`src/rtl/vpp_pkg.sv`:
```
package vpp_pkg;

   typedef enum logic [1:0] {
      REG_PTR  = 2'd0,
      REG_PIX  = 2'd1,
      REG_CTRL = 2'd2,
      REG_STAT = 2'd3
   } reg_sel_e;

   typedef enum logic [2:0] {
      CP_IDLE,
      CP_SOF,
      CP_RD,
      CP_LAT,
      CP_SET,
      CP_STB
   } copy_st_e;

   typedef enum logic [1:0] {
      WS_IDLE,
      WS_FIRST,
      WS_SECOND
   } wr_st_e;

endpackage

```
`src/rtl/vpp_host_regs.sv`:
```
module vpp_host_regs
   import vpp_pkg::*;
#(
   parameter int ADDR_W = 20,
   parameter int PIX_W  = 24
) (
   input  logic              host_sel,
   input  logic              host_wr,
   input  logic [1:0]        host_addr,
   input  logic [PIX_W-1:0]  host_wdata,
   input  logic [ADDR_W-1:0] ptr,
   input  logic              wr_busy,
   input  logic              copy_busy,
   output logic [PIX_W-1:0]  host_rdata,
   output logic              host_ready,
   output logic              load_en,
   output logic              pix_en,
   output logic              copy_start
);

   localparam int PAD_W = PIX_W - ADDR_W;

   reg_sel_e sel_reg;
   logic     is_write;
   logic     pix_blocked;

   assign sel_reg     = reg_sel_e'(host_addr);
   assign is_write    = host_sel && host_wr;
   assign pix_blocked = (sel_reg == REG_PIX) && copy_busy;

   // the two-word write engine holds every transfer; the copy only holds pixels
   assign host_ready = !wr_busy && !(is_write && pix_blocked);

   assign load_en    = is_write && host_ready && (sel_reg == REG_PTR);
   assign pix_en     = is_write && host_ready && (sel_reg == REG_PIX);
   assign copy_start = is_write && host_ready && (sel_reg == REG_CTRL) && host_wdata[0];

   generate
      if (PAD_W > 0) begin : g_pad
         always_comb begin
            host_rdata = '0;
            case (sel_reg)
               REG_PTR:  host_rdata = {{PAD_W{1'b0}}, ptr};
               REG_STAT: host_rdata = {{(PIX_W-1){1'b0}}, copy_busy};
               default:  host_rdata = '0;
            endcase
         end
      end else begin : g_nopad
         always_comb begin
            host_rdata = '0;
            case (sel_reg)
               REG_PTR:  host_rdata = ptr[PIX_W-1:0];
               REG_STAT: host_rdata = {{(PIX_W-1){1'b0}}, copy_busy};
               default:  host_rdata = '0;
            endcase
         end
      end
   endgenerate

endmodule

```
`src/rtl/vpp_write_seq.sv`:
```
module vpp_write_seq
   import vpp_pkg::*;
#(
   parameter int ADDR_W      = 20,
   parameter int PIX_W       = 24,
   parameter int SRAM_W      = 16,
   parameter int HALF_W      = 12,
   parameter int FRAME_WORDS = 768000,
   parameter bit HI_FIRST    = 1'b1
) (
   input  logic              clk,
   input  logic              rst_n,
   input  logic              load_en,
   input  logic [ADDR_W-1:0] load_val,
   input  logic              pix_en,
   input  logic [PIX_W-1:0]  pix_data,
   output logic [ADDR_W-1:0] ptr,
   output logic              busy,
   output logic              we,
   output logic [ADDR_W-1:0] waddr,
   output logic [SRAM_W-1:0] wdata
);

   localparam int              PAD_W = SRAM_W - HALF_W;
   localparam logic [ADDR_W-1:0] LAST = ADDR_W'(FRAME_WORDS - 1);

   wr_st_e            st;
   logic [HALF_W-1:0] first_half, second_half;
   logic [HALF_W-1:0] first_q, second_q;
   logic [HALF_W-1:0] cur_half;
   logic [ADDR_W-1:0] ptr_next;

   generate
      if (HI_FIRST) begin : g_hi_first
         assign first_half  = pix_data[PIX_W-1:HALF_W];
         assign second_half = pix_data[HALF_W-1:0];
      end else begin : g_lo_first
         assign first_half  = pix_data[HALF_W-1:0];
         assign second_half = pix_data[PIX_W-1:HALF_W];
      end
   endgenerate

   assign ptr_next = (ptr == LAST) ? '0 : ptr + 1'b1;

   always_ff @(posedge clk) begin
      if (!rst_n) begin
         st       <= WS_IDLE;
         ptr      <= '0;
         first_q  <= '0;
         second_q <= '0;
      end else begin
         case (st)
            WS_IDLE: begin
               if (load_en) ptr <= load_val;
               if (pix_en) begin
                  first_q  <= first_half;
                  second_q <= second_half;
                  st       <= WS_FIRST;
               end
            end
            WS_FIRST: begin
               ptr <= ptr_next;
               st  <= WS_SECOND;
            end
            WS_SECOND: begin
               ptr <= ptr_next;
               st  <= WS_IDLE;
            end
            default: st <= WS_IDLE;
         endcase
      end
   end

   assign busy     = (st != WS_IDLE);
   assign we       = busy;
   assign waddr    = ptr;
   assign cur_half = (st == WS_FIRST) ? first_q : second_q;

   generate
      if (PAD_W > 0) begin : g_wpad
         assign wdata = {{PAD_W{1'b0}}, cur_half};
      end else begin : g_wnopad
         assign wdata = cur_half;
      end
   endgenerate

endmodule

```
`src/rtl/vpp_copy_seq.sv`:
```
module vpp_copy_seq
   import vpp_pkg::*;
#(
   parameter int ADDR_W      = 20,
   parameter int SRAM_W      = 16,
   parameter int LCD_W       = 12,
   parameter int FRAME_WORDS = 768000
) (
   input  logic              clk,
   input  logic              rst_n,
   input  logic              start,
   input  logic [SRAM_W-1:0] sram_rdata,
   output logic              busy,
   output logic              rd_en,
   output logic [ADDR_W-1:0] rd_addr,
   output logic [LCD_W-1:0]  lcd_data,
   output logic              lcd_wr,
   output logic              lcd_sof
);

   localparam logic [ADDR_W-1:0] LAST = ADDR_W'(FRAME_WORDS - 1);

   copy_st_e          st;
   logic [ADDR_W-1:0] cnt;
   logic [LCD_W-1:0]  data_q;

   // word cadence: read, latch, setup, strobe; the next read doubles as hold
   always_ff @(posedge clk) begin
      if (!rst_n) begin
         st     <= CP_IDLE;
         cnt    <= '0;
         data_q <= '0;
      end else begin
         case (st)
            CP_IDLE: begin
               if (start) begin
                  cnt <= '0;
                  st  <= CP_SOF;
               end
            end
            CP_SOF: st <= CP_RD;
            CP_RD:  st <= CP_LAT;
            CP_LAT: begin
               data_q <= sram_rdata[LCD_W-1:0];
               st     <= CP_SET;
            end
            CP_SET: st <= CP_STB;
            CP_STB: begin
               if (cnt == LAST) begin
                  st <= CP_IDLE;
               end else begin
                  cnt <= cnt + 1'b1;
                  st  <= CP_RD;
               end
            end
            default: st <= CP_IDLE;
         endcase
      end
   end

   assign busy     = (st != CP_IDLE);
   assign rd_en    = (st == CP_RD);
   assign rd_addr  = cnt;
   assign lcd_data = data_q;
   assign lcd_wr   = (st == CP_STB);
   assign lcd_sof  = (st == CP_SOF);

endmodule

```
`src/rtl/vpp_sram_mux.sv`:
```
module vpp_sram_mux #(
   parameter int ADDR_W = 20,
   parameter int SRAM_W = 16
) (
   input  logic              w_we,
   input  logic [ADDR_W-1:0] w_addr,
   input  logic [SRAM_W-1:0] w_data,
   input  logic              r_en,
   input  logic [ADDR_W-1:0] r_addr,
   output logic [ADDR_W-1:0] sram_addr,
   output logic [SRAM_W-1:0] sram_wdata,
   output logic              sram_we_n,
   output logic              sram_oe_n
);

   // a read takes the port; the host stall keeps writes away during copies
   assign sram_addr  = r_en ? r_addr : w_addr;
   assign sram_wdata = w_data;
   assign sram_oe_n  = !r_en;
   assign sram_we_n  = !(w_we && !r_en);

endmodule

```
`src/rtl/vpp_pixel_port.sv`:
```
module vpp_pixel_port #(
   parameter int ADDR_W      = 20,
   parameter int PIX_W       = 24,
   parameter int SRAM_W      = 16,
   parameter int LCD_W       = 12,
   parameter int FRAME_WORDS = 768000,
   parameter bit HI_FIRST    = 1'b1
) (
   input  logic              clk,
   input  logic              rst_n,
   input  logic              host_sel,
   input  logic              host_wr,
   input  logic [1:0]        host_addr,
   input  logic [PIX_W-1:0]  host_wdata,
   output logic [PIX_W-1:0]  host_rdata,
   output logic              host_ready,
   output logic [ADDR_W-1:0] sram_addr,
   output logic [SRAM_W-1:0] sram_wdata,
   input  logic [SRAM_W-1:0] sram_rdata,
   output logic              sram_we_n,
   output logic              sram_oe_n,
   output logic [LCD_W-1:0]  lcd_data,
   output logic              lcd_wr,
   output logic              lcd_sof
);

   localparam int HALF_W = PIX_W / 2;

   if (HALF_W * 2 != PIX_W) begin : g_chk_pix
      $error("PIX_W must be even");
   end
   if (HALF_W != LCD_W) begin : g_chk_lcd
      $error("half pixel must match LCD width");
   end
   if (LCD_W > SRAM_W) begin : g_chk_sram
      $error("LCD word wider than SRAM word");
   end
   if (ADDR_W > PIX_W) begin : g_chk_ptr
      $error("pointer must fit the host data bus");
   end
   if (FRAME_WORDS < 2 || longint'(FRAME_WORDS) > (longint'(1) << ADDR_W)) begin : g_chk_frame
      $error("frame size does not fit the address range");
   end

   logic [ADDR_W-1:0] ptr;
   logic              wr_busy, copy_busy;
   logic              load_en, pix_en, copy_start;
   logic              w_we, r_en;
   logic [ADDR_W-1:0] w_addr, r_addr;
   logic [SRAM_W-1:0] w_data;

   vpp_host_regs #(.ADDR_W(ADDR_W), .PIX_W(PIX_W)) u_regs (
      .host_sel   (host_sel),
      .host_wr    (host_wr),
      .host_addr  (host_addr),
      .host_wdata (host_wdata),
      .ptr        (ptr),
      .wr_busy    (wr_busy),
      .copy_busy  (copy_busy),
      .host_rdata (host_rdata),
      .host_ready (host_ready),
      .load_en    (load_en),
      .pix_en     (pix_en),
      .copy_start (copy_start)
   );

   vpp_write_seq #(
      .ADDR_W(ADDR_W), .PIX_W(PIX_W), .SRAM_W(SRAM_W), .HALF_W(HALF_W),
      .FRAME_WORDS(FRAME_WORDS), .HI_FIRST(HI_FIRST)
   ) u_wseq (
      .clk      (clk),
      .rst_n    (rst_n),
      .load_en  (load_en),
      .load_val (host_wdata[ADDR_W-1:0]),
      .pix_en   (pix_en),
      .pix_data (host_wdata),
      .ptr      (ptr),
      .busy     (wr_busy),
      .we       (w_we),
      .waddr    (w_addr),
      .wdata    (w_data)
   );

   vpp_copy_seq #(
      .ADDR_W(ADDR_W), .SRAM_W(SRAM_W), .LCD_W(LCD_W), .FRAME_WORDS(FRAME_WORDS)
   ) u_copy (
      .clk        (clk),
      .rst_n      (rst_n),
      .start      (copy_start),
      .sram_rdata (sram_rdata),
      .busy       (copy_busy),
      .rd_en      (r_en),
      .rd_addr    (r_addr),
      .lcd_data   (lcd_data),
      .lcd_wr     (lcd_wr),
      .lcd_sof    (lcd_sof)
   );

   vpp_sram_mux #(.ADDR_W(ADDR_W), .SRAM_W(SRAM_W)) u_mux (
      .w_we       (w_we),
      .w_addr     (w_addr),
      .w_data     (w_data),
      .r_en       (r_en),
      .r_addr     (r_addr),
      .sram_addr  (sram_addr),
      .sram_wdata (sram_wdata),
      .sram_we_n  (sram_we_n),
      .sram_oe_n  (sram_oe_n)
   );

endmodule

```
`config.mk`:
```
export PLATFORM = sky130hd
export DESIGN_NAME = vpp_pixel_port
export DESIGN_NICKNAME = d
export VERILOG_FILES = /design/src/rtl/vpp_pkg.sv /design/src/rtl/vpp_host_regs.sv /design/src/rtl/vpp_write_seq.sv /design/src/rtl/vpp_copy_seq.sv /design/src/rtl/vpp_sram_mux.sv /design/src/rtl/vpp_pixel_port.sv
export SDC_FILE = /design/constraint.sdc
export NUM_CORES = 1
export LEC_CHECK = 0
export ABC_AREA = 1
export ABC_CLOCK_PERIOD_IN_PS = 4800
export CAP_MARGIN = 20
export CORE_AREA = 2 2 134 136
export CTS_BUF_LIST = sky130_fd_sc_hd__clkbuf_8 sky130_fd_sc_hd__clkbuf_16
export DETAILED_ROUTE_END_ITERATION = 7
export DIE_AREA = 0 0 136 138
export PLACE_DENSITY = 0.58
export SLEW_MARGIN = 0
export SYNTH_ARGS = -nofsm -noshare
export SYNTH_HDL_FRONTEND = slang
export SYNTH_SLANG_ARGS = --single-unit
```
`constraint.sdc`:
```
create_clock -name clk -period 4.8 [get_ports clk]
set_clock_uncertainty 0.1 [all_clocks]
set_input_delay 0.48 -clock clk [delete_from_list [all_inputs] [get_ports clk]]
set_output_delay 0.48 -clock clk [all_outputs]
set_load 0.01 [all_outputs]
```
==> impl_metrics.tcl, run 1 <==
set metrics [dict create \
    slew_headroom 0.429 \
    fin_nets 978 \
    timing.setup.tns_ps 0 \
    crit_start "host_addr[0]" \
    worstPathRequired_ps 4220 \
    clk_pin_slew_ps 60 \
    worst_setup_path_end_kind "output pin" \
    power.ir.vdd_worst_mv 0.205 \
    gp_congestion 0.852 \
    final_common_cell "sky130_fd_sc_hd__nand2_1" \
    critical_path_arrival_ps 2600 \
    crit_top_cell "sky130_fd_sc_hd__clkdlybuf4s50_1" \
    synth.ff_latch_count 81 \
    result_of_the_run "completed" \
    dpl-instance-area_um2 6260 \
    cts_buffer_depth 2 \
    initial_core_util 0.290 \
    cts_buffers 9 \
    final-max-slew-violation-count 0 \
    total_i_o_pin_count 123 \
    final-hold-violation-count 0 \
    grt_antenna_before_repair 0 \
    regToRegSetupSlack_ps 2220 \
    grt_remaining_overflow 0 \
    drv.max_cap_violation_count 0 \
    yosys.area.top_type_share 0.319 \
    power.leakage_uw 0.00276 \
    worstHoldPathType "register to register" \
    timing.critical_path.from_type "primary input" \
    vias_per_cell 4.61 \
    synthesized_netlist_cell_count 839 \
    grt_setup_unrepaired "false" \
    core.rowCount 49 \
    drt_pass1_iterations 5 \
    cts.sink_count 81 \
    routed_wl_um 15600 \
    grt_pass1_vias 5089 \
    insertion_delay_ps 350 \
    place.port_buffers 110 \
    slowest_stage "sky130_fd_sc_hd__ha_1" \
    ys_seq_area_frac 0.319 \
    post_cts.repair.setup_buffers 0 \
    route.met2.wl_um 7320 \
    synth.distinct_cells 35 \
    cts_hold_repair.buffers 0 \
    fmaxAchievable_mhz 314 \
    die_w_um 136 \
    critical_path_cell_sequence "clkdlybuf4s50_1, inv_1, ha_1, nand2_1, a21oi_1, clkdlybuf4s50_1" \
    reg2reg_depth 9 \
    drt-met1-wl_um 7160 \
    vias 5338 \
    final_period_util 0.662 \
    drt_iter0_markers 413 \
    endpoint_of_the_worst_register_to_register_path "u_copy.rd_addr[3]" \
    design.die.area_um2 18800 \
    die_h_um 138 \
    netlist_top_cells_area "sky130_fd_sc_hd__dfxtp_1 32%, sky130_fd_sc_hd__nand2_1 16%, sky130_fd_sc_hd__nor2_1 10%, sky130_fd_sc_hd__o21ai_0 7.0%, sky130_fd_sc_hd__inv_1 6.6%" \
    final_design_area_no_fill_um2 6550 \
    tritoncts "built" \
    cellPowerDensity_nw_per_um2 362 \
    met3WireLength_um 779 \
    synthesis.area_um2 5080 \
    synth_top_cell_by_area "sky130_fd_sc_hd__dfxtp_1" \
    drcViolationCount 0 \
    crit_type "primary input to output pin" \
    cts.root.buffer_cell "sky130_fd_sc_hd__clkbuf_16" \
    post_cts.resized_instances 0 \
    topRoutingLayerUsed "met4" \
    worst_pin_slew_ps 854 \
    core-area_um2 17500 \
    layout_common_cells "217 x sky130_fd_sc_hd__nand2_1, 142 x sky130_fd_sc_hd__nor2_1, 109 x sky130_fd_sc_hd__clkdlybuf4s50_1" \
    htreeDepth 3 \
    finalCriticalPeriod_ps 3180 \
    rr_startpoint "u_copy.st[0]" \
    setup_viol 0 \
    critPathCapture "host_rdata[0]" \
    crit_path_max_fanout 21 \
    drive_above_1_share 0.0496 \
    drt-wirelength-per-cell_um 13.5 \
    postSynthAreaPerCell_um2 6.06 \
    grt_pass1_wl_um 25300 \
    drtAntennaViolNets 0 \
    diodes 0 \
    grt_start_max_net_pins 68 \
    hpwl_um 11400 \
    gr-usage-all-layers 0.169 \
    yosys_warnings 0 \
    syn_to_final_growth_pct 28.8 \
    crit_path_max_incr_delay_ps 720 \
]
[metal layers]
metal | global-route usage | vias to the layer above
li1 | - | 2778
met1 | 0.217 | 2409
met2 | 0.280 | 125
met3 | 0.0304 | 26
met4 | 0.0625 | 0
met5 | 0 | -
[synthesized netlist by cell type, drive strengths merged]
master	count
nand2	227
nor2	150
inv	95
dfxtp	81
o21ai	79
nand3	66
a21oi	44
clkbuf	25
buf	23
ha	9
xor2	9
nand4	5
a21boi	4
nand3b	4
nor3	4
xnor2	3
a31oi	2
and2	2
a22oi	1
clkinv	1
conb	1
mux2	1
nor3b	1
nor4	1
o21bai	1
[where the power goes]
part | switching, uW | total, uW | leakage [uW] | internal, uW
combinational | 498 | 841 | 0.00197 | 343
clock | 311 | 667 | 0.000135 | 356
sequential | 105 | 859 | 0.000656 | 753
[final cells by class]
| cell class | instances | area (um^2) |
|---|---|---|
| Multi-Input combinational cell | 621 | 2870 |
| Sequential cell | 81 | 1620 |
| Fill cell | 1995 | 11000 |
| Inverter | 96 | 360 |
| Tap cell | 229 | 287 |
| Clock inverter | 7 | 56.3 |
| Timing Repair Buffer | 114 | 1130 |
| Clock buffer | 9 | 225 |
[through the flow]
step | hold WS, ps | power [uW] | setup WS, ps | cells | util
after floorplan | 343 | 1370 | 2910 | 846 | -
after global placement | 363 | 1710 | 1590 | 1141 | 0.357
after detailed placement | 369 | 1720 | 1540 | 1141 | 0.357
after CTS | 379 | 2390 | 1540 | 1157 | 0.373
after global routing | 401 | 2530 | 1490 | 1157 | 0.373
final | 377 | 2370 | 1620 | 1157 | 0.373
[cells by family after synthesis]
kind of cell             share of synthesized area
buffers and inverters                        0.122
XOR/XNOR                                    0.0207
AND/OR/NAND/NOR                              0.379
AO/OA/AOI/OAI                                0.135
flip-flops                                   0.319
multiplexers                               0.00222
adder cells (fa/ha/maj)                     0.0222
other                                     0.000738
[sequential cells by signal, indices dropped and copies added (netlist names)]
signal	flops
u_copy.lcd_data	12
u_copy.rd_addr	20
u_wseq.first_q	12
u_wseq.ptr	20
u_wseq.second_q	12
u_wseq.st	2
u_copy.st	3
[worst min path at each step]
stage,slack (ps),to,depth (start not counted),startpoint
final,380,u_copy.st[0],1,u_copy.st[0]
after global routing,400,u_copy.st[0],1,u_copy.st[0]
after global placement,360,u_copy.st[0],1,u_copy.st[0]
after floorplan,340,u_copy.st[0],1,u_copy.st[0]
after CTS,380,u_copy.st[0],1,u_copy.st[0]
after detailed placement,370,u_copy.st[0],1,u_copy.st[0]
[critical path, delay by kind of cell]
| kind | cells | cell delay, ps |
|---|---|---|
| buffers and inverters | 3 | 1110 |
| adders and majority gates | 1 | 720 |
| AOI/OAI and AO/OA | 1 | 180 |
| and+or+nand+nor | 1 | 110 |
(Power assumes the default switching activity.)
==> inputs of run 2 (changes only) <==
Settings changed: ABC_CLOCK_PERIOD_IN_PS 4800 to 2600, PLACE_DENSITY 0.58 to 0.6.
Clock period 4.8 ns to 2.6 ns, I/O delays scaled along.
==> impl_metrics.tcl, run 2 (synthesis results as in run 1) <==
set metrics [dict create \
    drcViolationCount 0 \
    cts_buffers 9 \
    p_int_uw 2840 \
    final-hold-violation-count 0 \
    design.die.area_um2 18800 \
    critical_path_arrival_ps 2090 \
    final_period_util 0.944 \
    share_comb_of_total_power 0.355 \
    groute.layer.met3.usage 0.0444 \
    diodes 0 \
    fmaxAchievable_mhz 407 \
    layout.core_utilization 0.381 \
    hpwl_um 11900 \
    power.leakage_uw 0.00285 \
    drive_above_1_share 0.0657 \
    grt_pass1_vias 5050 \
    place.detailed.instances 1156 \
    cts.root.buffer_cell "sky130_fd_sc_hd__clkbuf_16" \
    insertion_delay_ps 350 \
    result_of_the_run "completed" \
    crit_type "register to output pin" \
    worstPathRequired_ps 2240 \
    total_i_o_pin_count 123 \
    total_power_uw 4590 \
    vias_per_cell 4.59 \
    use_met1 0.228 \
    core.rowCount 49 \
    grt_remaining_overflow 0 \
    htreeDepth 3 \
    die_h_um 138 \
    syn_to_final_growth_pct 31.6 \
    final_cell_count_no_fill 1172 \
    cts_hold_repair.buffers 0 \
    globalRouteMet2Util 0.292 \
    grt_setup_unrepaired "false" \
    worst_setup_path_end_kind "output pin" \
    seq_power_share 0.346 \
    grt_start_max_net_pins 67 \
    drt-wirelength-per-cell_um 13.8 \
    vias 5385 \
    cts_buffer_depth 2 \
    worstHoldPathType "register to register" \
    timing.setup.tns_ps 0 \
    regToRegSetupSlack_ps 570 \
    crit_path_max_fanout 21 \
    drv.max_cap_violation_count 0 \
    timing.critical_path.from_type "register" \
    gr-usage-all-layers 0.175 \
    gr-max-usage-layer "met2" \
    initial_core_util 0.290 \
    tritoncts "built" \
    drt_iter0_markers 405 \
    drtAntennaViolNets 0 \
    clock_power_share 0.299 \
    grt_antenna_before_repair 0 \
    power_switching_uw 1740 \
    gp_congestion 0.843 \
    layout_common_cells "217 x sky130_fd_sc_hd__nand2_1, 142 x sky130_fd_sc_hd__nor2_1, 109 x sky130_fd_sc_hd__clkdlybuf4s50_1" \
    routed_wl_um 16100 \
    slew_headroom 0.552 \
    final-max-slew-violation-count 0 \
    die_w_um 136 \
    sw_frac_of_total 0.380 \
    power.ir.vdd_worst_mv 0.320 \
    setup_viol 0 \
    drt_pass1_iterations 5 \
    grt_pass1_wl_um 26300 \
    clk_pin_slew_ps 70 \
    worst_pin_slew_ps 667 \
    cts.sink_count 81 \
    fin_nets 993 \
    finalCriticalPeriod_ps 2450 \
    final_common_cell "sky130_fd_sc_hd__nand2_1" \
    whs_path_depth 1 \
    cellPowerDensity_nw_per_um2 686 \
    place.port_buffers 110 \
    reg2reg_depth 7 \
    core-area_um2 17500 \
    num-fill-cells 1945 \
]
run 2: changes by cell type in the layout (fill, tap and decap cells not counted), sizes merged:
| cell | change |
|---|---|
| buf | +15 |
| clkinv | -2 |
| inv | +2 |
| bufinv | +1 |
| clkinvlp | -1 |
run 2: area by class of cell:
type                       count  area, um^2  area share
clock inverter                 7        83.8      0.0125
clock buffer                   9         225      0.0337
inverter                      96         360      0.0539
multi-input combinational    621        2870       0.429
timing repair buffer         129        1240       0.186
tap                          229         287      0.0428
sequential                    81        1620       0.242
run 2: repair_timing:
action | CTS | global route
endpoints found under the setup margin | 0 | 4
setup buffers | 0 | 0
hold endpoints to repair | 0 | 0
gates resized for setup | 0 | 1
run 2: worst max-delay path, cell delays in order (launching register included):
cell and delay (ps):
sky130_fd_sc_hd__dfxtp_1 410, sky130_fd_sc_hd__nor2_2 80, sky130_fd_sc_hd__nand2_1 80, sky130_fd_sc_hd__buf_4 170, sky130_fd_sc_hd__buf_6 180, sky130_fd_sc_hd__nand2_1 110
sky130_fd_sc_hd__o21ai_0 130, sky130_fd_sc_hd__clkdlybuf4s50_1 580
run 2: per-layer routing:
metal,part of all wire,wire length (um)
met5,0,0
met4,0.012,200
met3,0.065,1060
met2,0.47,7600
met1,0.45,7270
run 2: power groups by stage:
stage                     sequential, uW  combinational, uW  clock [uW]
after floorplan                     1530                995           0
after global placement              1610               1620           0
after detailed placement            1610               1630           0
after CTS                           1580               1640        1410
after global routing                1610               1810        1470
final                               1590               1630        1370
run 2: worst paths after layout:
path                     to         start
min reg2reg    u_copy.st[0]  u_copy.st[0]
max           sram_addr[12]  u_copy.st[2]
max reg2reg  u_wseq.ptr[19]  u_wseq.st[0]
min            u_copy.st[0]  u_copy.st[0]
run 2: stage by stage:
| stage | cell area [um^2] | hold WS, ps | worst slack (ps) |
|---|---|---|---|
| global route | 6690 | 400 | 7.92 |
| detailed placement | 6380 | 364 | 292 |
| CTS | 6690 | 375 | 85.0 |
| floorplan | 5110 | 295 | 977 |
| global placement | 6380 | 363 | 301 |
| finish | 6690 | 383 | 145 |
